<file path="config.mk">
export PLATFORM = sky130hd
export DESIGN_NAME = pwmch_channel
export DESIGN_NICKNAME = d
export VERILOG_FILES = /design/src/rtl/pwmch_pkg.sv /design/src/rtl/pwmch_tick_sel.sv /design/src/rtl/pwmch_shadow.sv /design/src/rtl/pwmch_counter.sv /design/src/rtl/pwmch_wave.sv /design/src/rtl/pwmch_channel.sv
export SDC_FILE = /design/constraint.sdc
export NUM_CORES = 1
export LEC_CHECK = 0
export BUFFER_PORTS_ARGS = -buffer_cell sky130_fd_sc_hd__buf_2
export CAP_MARGIN = 0
export CORE_UTILIZATION = 55
export CTS_CLUSTER_DIAMETER = 200
export DETAILED_ROUTE_END_ITERATION = 8
export HOLD_SLACK_MARGIN = 0.05
export PLACE_DENSITY_LB_ADDON = 0.2
export SLEW_MARGIN = 40
export SYNTH_ARGS = -nofsm -noshare
export SYNTH_HDL_FRONTEND = slang
export SYNTH_SLANG_ARGS = --single-unit
</file>
<file path="constraint.sdc">
create_clock -name clk -period 4.14 [get_ports clk]
set_clock_uncertainty 0.2 [all_clocks]
set_input_delay 0.621 -clock clk [delete_from_list [all_inputs] [get_ports clk]]
set_output_delay 0.621 -clock clk [all_outputs]
set_load 0.02 [all_outputs]
</file>
<file path="src/rtl/pwmch_pkg.sv">
package pwmch_pkg;

   typedef enum logic {
      ALIGN_LEFT   = 1'b0,
      ALIGN_CENTER = 1'b1
   } align_e;

   typedef enum logic {
      DIR_UP   = 1'b0,
      DIR_DOWN = 1'b1
   } dir_e;

endpackage

</file>
<file path="src/rtl/pwmch_tick_sel.sv">
module pwmch_tick_sel #(
   parameter int NUM_SRC = 4,
   parameter int SEL_W   = (NUM_SRC > 1) ? $clog2(NUM_SRC) : 1
) (
   input  logic [NUM_SRC-1:0] src,
   input  logic [SEL_W-1:0]   sel,
   output logic               tick
);

   localparam int FULL_DECODE = (NUM_SRC == (1 << SEL_W)) ? 1 : 0;

   if (NUM_SRC < 2) begin : g_bad_src
      $error("pwmch_tick_sel: NUM_SRC must be at least 2");
   end

   if (FULL_DECODE == 1) begin : g_full
      assign tick = src[sel];
   end else begin : g_part
      always_comb begin
         tick = 1'b0;
         for (int i = 0; i < NUM_SRC; i++) begin
            if (int'(sel) == i) tick = src[i];
         end
      end
   end

endmodule

</file>
<file path="src/rtl/pwmch_shadow.sv">
module pwmch_shadow #(
   parameter int CNT_W = 8
) (
   input  logic             clk,
   input  logic             rst_n,
   input  logic             load,
   input  logic [CNT_W-1:0] per_in,
   input  logic [CNT_W-1:0] duty_in,
   output logic [CNT_W-1:0] per_q,
   output logic [CNT_W-1:0] duty_q
);

   always_ff @(posedge clk or negedge rst_n) begin
      if (!rst_n) begin
         per_q  <= '0;
         duty_q <= '0;
      end else if (load) begin
         per_q  <= per_in;
         duty_q <= duty_in;
      end
   end

endmodule

</file>
<file path="src/rtl/pwmch_counter.sv">
module pwmch_counter
   import pwmch_pkg::*;
#(
   parameter int CNT_W      = 8,
   parameter bit HAS_CENTER = 1'b1
) (
   input  logic             clk,
   input  logic             rst_n,
   input  logic             en,
   input  logic             tick,
   input  align_e           align,
   input  logic [CNT_W-1:0] per_q,
   output logic [CNT_W-1:0] cnt,
   output logic             at_end
);

   localparam logic [CNT_W-1:0] CNT_ONE  = CNT_W'(1);
   localparam logic [CNT_W-1:0] CNT_ZERO = '0;

   logic per_zero;
   logic top_reached;
   assign per_zero    = (per_q == CNT_ZERO);
   assign top_reached = !per_zero && (cnt >= (per_q - CNT_ONE));

   if (HAS_CENTER) begin : g_dual
      dir_e dir_q;
      logic end_left, end_center;

      assign end_left   = per_zero || top_reached;
      assign end_center = per_zero || ((dir_q == DIR_DOWN) && (cnt == CNT_ZERO));
      assign at_end     = (align == ALIGN_CENTER) ? end_center : end_left;

      always_ff @(posedge clk or negedge rst_n) begin
         if (!rst_n) begin
            cnt   <= CNT_ZERO;
            dir_q <= DIR_UP;
         end else if (!en) begin
            cnt   <= CNT_ZERO;
            dir_q <= DIR_UP;
         end else if (tick) begin
            if (per_zero) begin
               cnt   <= CNT_ZERO;
               dir_q <= DIR_UP;
            end else if (align == ALIGN_LEFT) begin
               dir_q <= DIR_UP;
               cnt   <= top_reached ? CNT_ZERO : cnt + CNT_ONE;
            end else if (dir_q == DIR_UP) begin
               if (top_reached) dir_q <= DIR_DOWN;
               else             cnt   <= cnt + CNT_ONE;
            end else begin
               if (cnt == CNT_ZERO) dir_q <= DIR_UP;
               else                 cnt   <= cnt - CNT_ONE;
            end
         end
      end
   end else begin : g_left
      logic unused_align;
      assign unused_align = align;
      assign at_end       = per_zero || top_reached;

      always_ff @(posedge clk or negedge rst_n) begin
         if (!rst_n)      cnt <= CNT_ZERO;
         else if (!en)    cnt <= CNT_ZERO;
         else if (tick)   cnt <= at_end ? CNT_ZERO : cnt + CNT_ONE;
      end
   end

endmodule

</file>
<file path="src/rtl/pwmch_wave.sv">
module pwmch_wave #(
   parameter int CNT_W = 8
) (
   input  logic             en,
   input  logic             pol,
   input  logic [CNT_W-1:0] cnt,
   input  logic [CNT_W-1:0] per_q,
   input  logic [CNT_W-1:0] duty_q,
   output logic             wave
);

   logic past_duty;
   assign past_duty = (per_q != '0) && (cnt >= duty_q);
   assign wave      = (en && past_duty) ? ~pol : pol;

endmodule

</file>
<file path="src/rtl/pwmch_channel.sv">
module pwmch_channel
   import pwmch_pkg::*;
#(
   parameter int CNT_W      = 8,
   parameter int NUM_SRC    = 4,
   parameter bit HAS_CENTER = 1'b1,
   parameter int SEL_W      = (NUM_SRC > 1) ? $clog2(NUM_SRC) : 1
) (
   input  logic               clk,
   input  logic               rst_n,
   input  logic               en,
   input  logic               pol,
   input  logic               center,
   input  logic [SEL_W-1:0]   clk_sel,
   input  logic [CNT_W-1:0]   period,
   input  logic [CNT_W-1:0]   duty,
   input  logic [NUM_SRC-1:0] tick_src,
   output logic               pwm_out,
   output logic               boundary
);

   if (CNT_W < 2) begin : g_bad_width
      $error("pwmch_channel: CNT_W must be at least 2");
   end

   logic             tick;
   logic             at_end;
   logic             load;
   logic [CNT_W-1:0] cnt_w;
   logic [CNT_W-1:0] per_q;
   logic [CNT_W-1:0] duty_q;
   align_e           align_q;

   if (HAS_CENTER) begin : g_mode
      always_ff @(posedge clk or negedge rst_n) begin
         if (!rst_n)   align_q <= ALIGN_LEFT;
         else if (!en) align_q <= align_e'(center);
      end
   end else begin : g_nomode
      logic unused_center;
      assign unused_center = center;
      assign align_q       = ALIGN_LEFT;
   end

   pwmch_tick_sel #(.NUM_SRC(NUM_SRC), .SEL_W(SEL_W)) u_sel (
      .src  (tick_src),
      .sel  (clk_sel),
      .tick (tick)
   );

   assign boundary = en && tick && at_end;
   assign load     = !en || boundary;

   pwmch_shadow #(.CNT_W(CNT_W)) u_shadow (
      .clk     (clk),
      .rst_n   (rst_n),
      .load    (load),
      .per_in  (period),
      .duty_in (duty),
      .per_q   (per_q),
      .duty_q  (duty_q)
   );

   pwmch_counter #(.CNT_W(CNT_W), .HAS_CENTER(HAS_CENTER)) u_cnt (
      .clk    (clk),
      .rst_n  (rst_n),
      .en     (en),
      .tick   (tick),
      .align  (align_q),
      .per_q  (per_q),
      .cnt    (cnt_w),
      .at_end (at_end)
   );

   pwmch_wave #(.CNT_W(CNT_W)) u_wave (
      .en     (en),
      .pol    (pol),
      .cnt    (cnt_w),
      .per_q  (per_q),
      .duty_q (duty_q),
      .wave   (pwm_out)
   );

endmodule

</file>
==> results by stage <==
Run status:
- The run finished with clean final reports.

Logic synthesis:
- The count of flip-flops with a built-in enable after synthesis is 0.
- During synthesis, Yosys emitted a total of 0 warnings.
- Summed over all instances, the cell type with the most area after synthesis is dfrtp_1.
- The mapped netlist covers 1930 um2.
- The average footprint of a synthesized cell is 10.1 um2.
- The leading register cell type out of synthesis is dfrtp_1.
- Yosys attributes the largest share of cell area to dfrtp_1 34%, ha_1 14%, mux2_2 9.9%.
- Of the post-synthesis cell area, the dominant cell type holds 0.337.
- After technology mapping, the gate count stands at 191.
- Counting distinct cell types in the post-synthesis netlist gives 43.
- Synthesis inferred 26 register bits.
- The proportion of synthesized flip-flops having asynchronous set or reset is 1.00.
- The part of the Yosys area used for sequential elements is 0.337.
- Synthesis produced a netlist with a net count of 239.

Run:
- The number of violations of the max-capacitance limit is 0.

Clocking:
- TritonCTS built the clock tree.
- In this run the number of H-tree levels came out at 1.
- At the later pin of the worst-skew pair, clock insertion delay measures 330 ps.
- In this run the deepest clock path goes through 2 buffers.
- The number of buffers inserted during clock tree synthesis is 3.
- The CTS sink count is 26.
- After clock tree synthesis, the clock-pin slew on the worst setup and hold paths is 150 ps.
- The count of buffers added by post-CTS timing repair for setup is 0.
- After clock tree synthesis, the repair step resized 0 gates.
- The tree is rooted in a clkbuf_4.
- The count of hold buffers inserted by post-cts repair is 0.

Route:
- The post-detailed-routing wire length is 4120 um.
- The number of search-and-repair iterations in the first detailed-routing pass is 4.
- After detailed routing, the number of vias per cell comes to 5.92.
- The violation count after the first detailed-route iteration is 91.
- For this block, the via count after detailed routing is 1563.
- The detail route stage leaves a number of antenna-violating nets equal to 0.
- After detailed routing, the average wire length per cell comes to 15.6 um.
- After detailed routing, the number of remaining DRC violations is 0.

GRT:
- In the global route stage, met2 resource usage came out at 0.444.
- The initial antenna violation count is 0.
- The fraction of met3 tracks used by global routing is 0.0231.
- The maximum number of pins on one net before global-route repair is 27.
- The global-route wire length before repair is 6910 um.
- The number of global-route vias before repair came to 1531.
- The total overflow left after global routing is 0.
- For met1 alone, demand over resource in global routing was 0.321.
- The peak-usage layer in the global routing report is met2.
- In the global route stage, overall resource usage came out at 0.254.

STA:
- The total count of max-transition violations in the final report came to 0.
- The highest attainable clock frequency is 260 MHz.
- The post-route minimum period is 3850 ps.
- Summed over all failing endpoints, the final setup total negative slack is 0 ps.
- The worst-margin pin slew is 587 ps.
- Dividing the final minimum period by the clock period gives 0.929.
- The tightest hold path in the finished design has a slack of 48.8 ps.
- The count of final hold-check violations is 0.
- The worst path meets setup with 293 ps of slack.
- Setup repair after global routing left no endpoint under its margin.
- The total of endpoints with negative setup slack in the final report is 0.
- Headroom to the max-slew limit came out at 0.605.

Die:
- The die is 61.2 um tall.
- The initial utilization of the core area, before any placement, comes to 0.578.
- The area of the core region is 3340 um2.
- The die covers 3750 um2.
- The floorplan step set the die width to 61.2 um.
- The row count is 21.
- For this design the top-level I/O count stands at 29.

Cells and area:
- The final-stage net count is 267.
- The core utilization of the finished layout is 0.636.
- The count of cells in the finished layout, fillers not included, comes to 264.
- The post-synthesis to final-layout area growth is 9.99%.
- In the final layout, the share of cells above drive strength 1 is 0.271.
- The count of fill cells added during filler insertion is 293.
- The number of antenna diodes in the final layout is 0.

Worst setup path:
- The startpoint kind of the worst setup timing path is a flop.
- Data on the critical path arrives at its endpoint at 3030 ps.
- The critical path endpoint is boundary.
- The source of the worst register-to-register timing path is u_shadow.per_q[0].
- In this run the worst path has a maximum fanout of 9.
- The endpoint identified for the worst register-to-register timing path is u_shadow.duty_q[0].
- Data on the critical path is required at its endpoint by 3320 ps.
- STA classifies the critical path endpoint as an output port.
- Across all register-to-register paths, the minimum setup slack is 690 ps.
- The critical path launch point is u_shadow.per_q[0].
- The worst reg-to-reg path cell count is 13.
- The critical setup path kind is flop to output port.

Placed design:
- The count of port buffers added during placement is 28.
- The final RePlAce weighted congestion is 0.844.
- The number of placed instances, taps included, is 260.
- The sum of net half-perimeters after detailed placement is 3240 um.
- The post-placement worst setup slack is 690 ps.

Power:
- The power per standard cell area is 285 nW/um2.
- In this run the static leakage power is 1.02 nW.
- VDD sags by at most 0.201 mV.

Min path:
- The worst min-delay path category is input port to asynchronous set/reset pin.
==> cell usage in the layout (no fill, tap or decap), types with 4 or more instances in the layout <==
cell     count
a21oi_1      6
buf_2       28
dfrtp_1     26
ha_1        21
inv_1       14
mux2_2      17
nand2_1     10
nand4_1      4
nor2_1       8
nor3_1       9
nor3b_1      5
o21ai_0      5
o31ai_1     12
xor2_1       5
==> synth_stat cells, drive strengths merged, types with 3 or more instances <==
cell    count
dfrtp      26
ha         21
mux2       18
inv        14
o31ai      12
nand2      10
nor2        9
nor3        9
a21oi       6
nor3b       5
o21ai       5
xor2        5
buf         4
nand4       4
a21o        3
and3        3
mux2i       3
nand2b      3
nand3       3
xnor2       3
==> final cells by class <==
class,count,area [um2],area share
clock buffer,4,36.3,0.0171
inverter,14,52.6,0.0248
multi-input combinational,145,1180,0.555
sequential,26,651,0.307
tap,46,57.6,0.0271
timing repair buffer,29,148,0.0696
==> cell families (layout without fill, tap and decap cells) <==
group           Yosys count  in the layout  synth area share
compound gates           42             42             0.166
fa+ha+maj                21             21             0.136
simple gates             53             53             0.149
flops                    26             26             0.337
buf+inv                  20             47            0.0525
xor+xnor                  8              8            0.0363
mux                      21             21             0.123
==> metal layers <==
metal / wire length, um / share of wire / vias up
met5: 0 / 0 / -
met4: 76 / 0.018 / 0
met3: 97 / 0.024 / 7
met2: 2110 / 0.51 / 34
met1: 1830 / 0.44 / 757
li1: - / - / 765
==> state kept, by name, summed over array words and instances (netlist names) <==
name and count:
align_q 1, u_cnt.cnt 8, u_cnt.g_dual.dir_q 1, u_shadow.duty_q 8
u_shadow.per_q 8
==> worst max-delay path: stages, from the launching register on <==
cell and delay, ps:
dfrtp_1 430, inv_1 120, ha_1 200, nand2_1 100, nor3_1 200, xnor2_1 110, ha_1 300, nand4_1 100
or2_2 280, o32ai_1 220, buf_4 210, a211o_1 130, and3_1 150, buf_2 160
==> per-stage QoR <==
| step | total power [mW] | instance area (um2) |
|---|---|---|
| final | 0.605 | 2120 |
| after global routing | 0.641 | 2120 |
| after CTS | 0.613 | 2120 |
| after detailed placement | 0.476 | 2090 |
| after global placement | 0.465 | 2090 |
| after floorplan | 0.425 | 1930 |
==> worst min-delay path by stage <==
stage,startpoint,endpoint,cells after the start
2_1_floorplan,rst_n,align_q,0
3_3_place_gp,u_shadow.duty_q[1],u_shadow.duty_q[1],1
3_5_place_dp,u_shadow.duty_q[1],u_shadow.duty_q[1],1
4_1_cts,rst_n,u_cnt.g_dual.dir_q,1
5_1_grt,rst_n,u_cnt.g_dual.dir_q,1
6_report,rst_n,u_cnt.cnt[7],1
==> power by group <==
group	leakage (nW)	switching, mW	internal (mW)
clock	0.0210	0.0795	0.0539
combinational	0.674	0.0841	0.0834
sequential	0.323	0.0274	0.276
total	1.02	0.191	0.414
Note: power is estimated with default switching activity, not from simulation.
